<file path="src/rtl/relay_pkg.sv">
package relay_pkg;

  localparam int NDIR = 8;

  typedef enum logic [2:0] {
    PH_IDLE    = 3'd0,
    PH_READ    = 3'd1,
    PH_TURN    = 3'd2,
    PH_WRITE   = 3'd3,
    PH_READOUT = 3'd4
  } phase_t;

  // Row step of direction d: N, E, S, W, NE, SE, SW, NW
  function automatic int dir_row(input int d);
    case (d)
      0, 4, 7: return -1;
      2, 5, 6: return 1;
      default: return 0;
    endcase
  endfunction

  // Column step of direction d
  function automatic int dir_col(input int d);
    case (d)
      1, 4, 5: return 1;
      3, 6, 7: return -1;
      default: return 0;
    endcase
  endfunction

endpackage

</file>
<file path="src/rtl/relay_step.sv">
// One propagation step: next = root | (locked active in-neighbours with edge).
module relay_step #(
  parameter int ROWS = 4,
  parameter int COLS = 4,
  localparam int NT = ROWS * COLS,
  localparam int ND = relay_pkg::NDIR
) (
  input  logic [NT-1:0]    act,
  input  logic [NT-1:0]    lock,
  input  logic [NT-1:0]    root,
  input  logic [NT*ND-1:0] edges,
  output logic [NT-1:0]    anc,
  output logic [NT-1:0]    next_act
);
  import relay_pkg::*;

  logic [ND-1:0] hit [NT];

  for (genvar t = 0; t < NT; t++) begin : g_tile
    localparam int TR = t / COLS;
    localparam int TC = t % COLS;
    for (genvar d = 0; d < ND; d++) begin : g_dir
      // source tile sits one step opposite to direction d
      localparam int SR = TR - dir_row(d);
      localparam int SC = TC - dir_col(d);
      if (SR >= 0 && SR < ROWS && SC >= 0 && SC < COLS) begin : g_in
        localparam int SRC = SR * COLS + SC;
        assign hit[t][d] = act[SRC] & lock[SRC] & edges[SRC*ND + d];
      end else begin : g_off
        assign hit[t][d] = 1'b0;
      end
    end
    assign anc[t]      = |hit[t];
    assign next_act[t] = root[t] | anc[t];
  end

endmodule

</file>
<file path="src/rtl/lane_sum.sv">
// Wide per-lane sum of contributions from driving tiles.
module lane_sum #(
  parameter int NT = 16,
  parameter int LANES = 8,
  parameter int LW = 4,
  localparam int MAXV = (1 << LW) - 1,
  localparam int SW = $clog2(NT * MAXV + 1)
) (
  input  logic [NT-1:0]          drive,
  input  logic [NT*LANES*LW-1:0] contrib,
  output logic [LANES*SW-1:0]    sums
);

  for (genvar l = 0; l < LANES; l++) begin : g_lane
    logic [SW-1:0] acc;
    always_comb begin
      acc = '0;
      for (int t = 0; t < NT; t++) begin
        if (drive[t]) acc = acc + SW'(contrib[(t*LANES + l)*LW +: LW]);
      end
    end
    assign sums[l*SW +: SW] = acc;
  end

endmodule

</file>
<file path="src/rtl/cycle_seq.sv">
// Fixed-length phase sequencer.
module cycle_seq #(
  parameter int NT = 16,
  localparam int CW = $clog2(NT + 1)
) (
  input  logic               clk,
  input  logic               rst,
  input  logic               start_valid,
  output logic               start_ready,
  output logic               accept,
  output relay_pkg::phase_t  phase
);
  import relay_pkg::*;

  phase_t        phase_q;
  logic [CW-1:0] cnt_q;

  assign phase       = phase_q;
  assign start_ready = (phase_q == PH_IDLE);
  assign accept      = start_valid & start_ready;

  always_ff @(posedge clk) begin
    if (rst) begin
      phase_q <= PH_IDLE;
      cnt_q   <= '0;
    end else begin
      case (phase_q)
        PH_IDLE: begin
          if (accept) begin
            phase_q <= PH_READ;
            cnt_q   <= '0;
          end
        end
        PH_READ: begin
          if (cnt_q == CW'(NT - 1)) phase_q <= PH_TURN;
          else cnt_q <= cnt_q + 1'b1;
        end
        PH_TURN:  phase_q <= PH_WRITE;
        PH_WRITE: phase_q <= PH_READOUT;
        default:  phase_q <= PH_IDLE;
      endcase
    end
  end

  // turnaround is followed by write, write by readout, readout by idle
  a_r11_turn_to_write: assert property (@(posedge clk) disable iff (rst)
    phase_q == PH_TURN |=> phase_q == PH_WRITE);
  a_r11_write_to_readout: assert property (@(posedge clk) disable iff (rst)
    phase_q == PH_WRITE |=> phase_q == PH_READOUT);
  a_r11_readout_to_idle: assert property (@(posedge clk) disable iff (rst)
    phase_q == PH_READOUT |=> phase_q == PH_IDLE);
  // a new read phase is only entered from idle
  a_r10_read_from_idle: assert property (@(posedge clk) disable iff (rst)
    $rose(phase_q == PH_READ) |-> $past(phase_q) == PH_IDLE);

endmodule

</file>
<file path="src/rtl/relay_fabric.sv">
module relay_fabric #(
  parameter int ROWS = 4,
  parameter int COLS = 4,
  parameter int LANES = 8,
  parameter int LW = 4,
  localparam int NT = ROWS * COLS,
  localparam int ND = relay_pkg::NDIR,
  localparam int MAXV = (1 << LW) - 1,
  localparam int SW = $clog2(NT * MAXV + 1)
) (
  input  logic                   clk,
  input  logic                   rst,
  input  logic                   start_valid,
  output logic                   start_ready,
  input  logic [NT-1:0]          root_flags,
  input  logic [NT-1:0]          wr_flags,
  input  logic [NT-1:0]          lock_flags,
  input  logic [NT*ND-1:0]       edge_flags,
  input  logic [NT*LANES*LW-1:0] contrib,
  output logic [2:0]             phase,
  output logic [NT-1:0]          active_mask,
  output logic [NT-1:0]          drive_mask,
  output logic [LANES*LW-1:0]    lanes_out,
  output logic                   done
);
  import relay_pkg::*;

  phase_t ph;
  logic   accept;

  logic [NT-1:0]       root_q, lock_q, wr_q, act_q, drive_q;
  logic [NT-1:0]       anc, next_act, drive_c;
  logic [LANES*SW-1:0] sums_c, sums_q;
  logic [LANES*LW-1:0] clamp_c, lanes_q;
  logic                done_q;

  cycle_seq #(.NT(NT)) u_seq (
    .clk         (clk),
    .rst         (rst),
    .start_valid (start_valid),
    .start_ready (start_ready),
    .accept      (accept),
    .phase       (ph)
  );

  relay_step #(.ROWS(ROWS), .COLS(COLS)) u_step (
    .act      (act_q),
    .lock     (lock_q),
    .root     (root_q),
    .edges    (edge_flags),
    .anc      (anc),
    .next_act (next_act)
  );

  assign drive_c = act_q & wr_q & (lock_q | anc);

  lane_sum #(.NT(NT), .LANES(LANES), .LW(LW)) u_sum (
    .drive   (drive_q),
    .contrib (contrib),
    .sums    (sums_c)
  );

  for (genvar l = 0; l < LANES; l++) begin : g_clamp
    logic [SW-1:0] s;
    assign s = sums_q[l*SW +: SW];
    assign clamp_c[l*LW +: LW] = (s > SW'(MAXV)) ? LW'(MAXV) : s[LW-1:0];
  end

  always_ff @(posedge clk) begin
    if (rst) begin
      root_q  <= '0;
      lock_q  <= '0;
      wr_q    <= '0;
      act_q   <= '0;
      drive_q <= '0;
      sums_q  <= '0;
      lanes_q <= '0;
      done_q  <= 1'b0;
    end else begin
      if (accept) begin
        root_q <= root_flags;
        lock_q <= lock_flags;
        wr_q   <= wr_flags;
        act_q  <= root_flags;
      end else if (ph == PH_READ) begin
        act_q <= next_act;
      end
      if (ph == PH_TURN)  drive_q <= drive_c;
      if (ph == PH_WRITE) sums_q  <= sums_c;
      if (ph == PH_READOUT) lanes_q <= clamp_c;
      done_q <= (ph == PH_READOUT);
    end
  end

  assign phase       = ph;
  assign active_mask = act_q;
  assign drive_mask  = drive_q;
  assign lanes_out   = lanes_q;
  assign done        = done_q;

  // captured roots stay active for the whole cycle
  a_r2_roots_active: assert property (@(posedge clk) disable iff (rst)
    ph != PH_IDLE |-> (act_q & root_q) == root_q);
  // the active set only grows during propagation
  a_r6_active_grows: assert property (@(posedge clk) disable iff (rst)
    ph == PH_READ |=> (act_q & $past(act_q)) == $past(act_q));
  // driving tiles are active and write-enabled
  a_r8_drive_subset: assert property (@(posedge clk) disable iff (rst)
    ph == PH_WRITE |-> (drive_q & ~(act_q & wr_q)) == '0);
  // done is a single-cycle pulse following readout
  a_r10_done_single: assert property (@(posedge clk) disable iff (rst)
    done_q |=> !done_q);
  a_r10_done_after_readout: assert property (@(posedge clk) disable iff (rst)
    $rose(done_q) |-> $past(ph) == PH_READOUT);

endmodule

</file>
<file path="config.mk">
export PLATFORM = sky130hd
export DESIGN_NAME = relay_fabric
export DESIGN_NICKNAME = d
export VERILOG_FILES = /design/src/rtl/relay_pkg.sv /design/src/rtl/relay_step.sv /design/src/rtl/lane_sum.sv /design/src/rtl/cycle_seq.sv /design/src/rtl/relay_fabric.sv
export SDC_FILE = /design/constraint.sdc
export NUM_CORES = 2
export LEC_CHECK = 0
export CAP_MARGIN = 20
export CORE_AREA = 10 10 325 327
export CTS_BUF_LIST = sky130_fd_sc_hd__clkbuf_4 sky130_fd_sc_hd__clkbuf_8 sky130_fd_sc_hd__clkbuf_16
export DETAILED_ROUTE_END_ITERATION = 8
export DIE_AREA = 0 0 335 337
export GPL_TIMING_DRIVEN = 0
export RECOVER_POWER = 100
export SKIP_LAST_GASP = 1
export SYNTH_ARGS = -nofsm -noshare
export SYNTH_HDL_FRONTEND = slang
export SYNTH_HIERARCHICAL = 1
export SYNTH_SLANG_ARGS = --single-unit
export TNS_END_PERCENT = 1
</file>
<file path="constraint.sdc">
create_clock -name clk -period 19.3 [get_ports clk]
set_input_delay 3.86 -clock clk [delete_from_list [all_inputs] [get_ports clk]]
set_output_delay 3.86 -clock clk [all_outputs]
set_load 0.1 [all_outputs]
</file>
==> results.toml <==
[logic_synthesis]
synth_edf_count = 0
synth_area_per_cell_sq_um = 7.88
synth_flop_cell = "dfxtp_1"
syn_area_sq_um = 39200
synth_nets = 6275
async_flop_share_pct = 0
synthCells = 4974
ys_ff_latch = 185
ys_types = 106
ys_warn_count = 6
ys_seq_area_share_pct = 9.45

[global_routing]
grt_start_max_net_pins = 18
grt_use_total_pct = 28.3
grt_pass1_vias = 37300
antenna_found_initial = 40
grt_overflow_total = 0
grt_pass1_wl_mm = 240

[die]
fp.dieH_um = 337
start_util_pct = 39.5
coreArea_sq_um = 99300
dieArea_sq_um = 113000
die_x_um = 335
ioPinCount = 760
num_rows = 116

[critical_path]
critPathArrivalTime_ps = 18820
max_stage_delay_ps = 560
end_kind = "register"
critPathMaxFanout = 4
critPathKind = "in2reg"
cp_common_cell = "fa_1"
startpoint_type = "input port"
cp_slowest_cell = "fa_1"
required_ps = 19610

[final_layout]
nFillCells = 9803
syn2layout_area_growth_pct = 24.2
fin_nets = 7009
fin_area_sq_um = 48700
final_util_pct = 49.1
layout-drive-gt1-share_pct = 7.64

[power_and_ir_drop]
power.density_nw_per_um2 = 22.9
seq_power_share_pct = 36.8
p_sw_share_pct = 31.2
p_int_uw = 767
power_frac_comb_pct = 31.9
ir_worst_vdd_mv = 0.0645
p_leak_nw = 21.5
switchingPower_uw = 348
clockPowerShare_pct = 31.3

[clock_network]
cts-root-buf = "clkbuf_16"
cts_max_level = 4
cts_made_buffers = 17
insertion_delay_ps = 440
post-cts-setup-buffers = 0
cts_sinks = 185
clockBufferDepth = 2
cts_tree = "built"
clk_pin_slew_ps = 70

[sta]
slew_headroom_pct = 13.0
final_hold_viol_count = 0
skew_ps = 11.3
period_minus_slack_ps = 18510
setup_viol = 0
fin_crit_sh_pct = 95.9
worstMarginPinSlew_ps = 1310
slew_violations = 0
holdWs_ps = 454
max_freq_ghz = 0.0540
rsz0062_at_grt = "true"

[outcome]
run_status = "finished, final reports clean"

[drt]
drcViolationCount = 0
ant_nets = 0
first_pass_iters = 6
drt-initial-drc-count = 2633
vias = 38800
viasPerCell = 5.51
wl_mm = 168
wire_per_inst_um = 23.9

[job]
drv_cap = 0

[place]
port_buffers = 714
gp_congestion = 0.969
dp.final_hpwl_mm = 146
placed_area_sq_um = 48000

[min_path]
hold_class = "reg2reg"
==> state kept, by name (all words and copies together), names as in the netlist <==
name	cells
lock_q	16
wr_q	16
drive_mask	16
lanes_out	32
sums_q	64
active_mask	16
u_seq/phase	3
root_q	16
done	1
u_seq/cnt_q	5
==> power by group through the flow <==
| stage | combinational [mW] | sequential [mW] | clock (mW) |
|---|---|---|---|
| 6_report | 0.356 | 0.410 | 0.349 |
| 5_1_grt | 0.381 | 0.411 | 0.374 |
| 4_1_cts | 0.357 | 0.410 | 0.355 |
| 3_5_place_dp | 0.354 | 0.418 | 0 |
| 3_3_place_gp | 0.350 | 0.419 | 0 |
| 2_1_floorplan | 0.123 | 0.440 | 0 |
==> worst max-delay path, delay by kind of cell <==
family	cells	cell delay [ps]
compound gates	12	2400
xor+xnor	1	500
fa+ha+maj	17	7820
buf+inv	9	1210
mux	7	2040
simple gates	11	970
==> layer usage <==
layer | share of wire [%] | global-route usage [%]
met5 | 0.13 | 0
met4 | 3.9 | 10.4
met3 | 6.4 | 4.86
met2 | 47 | 47.9
met1 | 43 | 35.6
==> worst paths after layout <==
path                  from          to  slack [ps]  cells past startpoint
max             contrib[8]  sums_q[23]         790                     57
min             sums_q[37]  sums_q[37]         450                      2
max reg2reg  drive_mask[0]  sums_q[55]        3450                     57
min reg2reg     sums_q[37]  sums_q[37]         450                      2
==> cell usage after synthesis (21+ instances only) <==
cell	instances	share of area, %
inv_1	479	4.6
nand2b_1	66	1.1
clkbuf_1	99	0.95
and2_1	44	0.70
o21ai_0	290	3.7
buf_2	45	0.57
dfxtp_1	185	9.4
ha_1	490	16
nor3_1	105	1.3
nand3_1	73	0.93
xnor2_1	326	7.3
mux2i_1	184	4.7
mux2_4	27	1.0
o21ai_1	58	0.74
a211oi_1	29	0.56
o31ai_1	21	0.40
fa_1	120	6.1
o211ai_1	25	0.48
nor2b_1	250	4.0
a21oi_1	359	4.6
o21a_1	130	2.5
xor2_1	82	1.8
a21o_1	149	2.9
nand2_1	382	3.7
o22ai_1	23	0.37
nor2_1	261	2.5
and3_1	25	0.40
mux2_2	195	5.6
==> cell type report <==
cell class / count / area (sq um) / share of cell area (%)
Buffer: 175 / 781 / 1.60
Inverter: 480 / 1800 / 3.70
Multi-Input combinational cell: 4134 / 33000 / 67.7
Tap cell: 1298 / 1620 / 3.33
Clock inverter: 14 / 139 / 0.285
Timing Repair Buffer: 715 / 7170 / 14.7
Clock buffer: 18 / 439 / 0.902
Sequential cell: 185 / 3700 / 7.60
Antenna cell: 23 / 57.6 / 0.118
==> metrics by stage <==
stage / total power [mW] / setup WS [ps] / TNS [ps] / std cells
floorplan: 0.564 / 2940 / 0 / 4974
global placement: 0.768 / 212 / 0 / 6986
detailed placement: 0.773 / -60.2 / -102 / 6987
CTS: 1.12 / 378 / 0 / 7019
global route: 1.17 / -85.2 / -364 / 7031
finish: 1.12 / 787 / 0 / 7042
==> logic make-up after synthesis <==
| family | synth area share [%] |
|---|---|
| AND/OR/NAND/NOR | 17.8 |
| AO/OA/AOI/OAI | 20.5 |
| multiplexers | 11.8 |
| adder cells (fa/ha/maj) | 22.2 |
| flip-flops | 9.45 |
| buffers and inverters | 6.61 |
| XOR/XNOR | 11.7 |
==> timing repair <==
action,4_1_cts,5_1_grt
endpoints found under the hold margin,0,0
hold buffers,0,0
endpoints found under the setup margin,0,10
gates resized for setup,0,31
==> layout by cell type (no fill, tap or decap), drive strengths merged, types with 130 or more instances in the layout <==
cell             n
a21o           149
mux2i          191
xnor2          348
clkdlybuf4s50  643
nor2b          250
nand2          382
a21oi          363
ha             490
inv            486
mux2           223
o21a           130
nor2           264
dfxtp          185
o21ai          356
(Power assumes the default switching activity.)
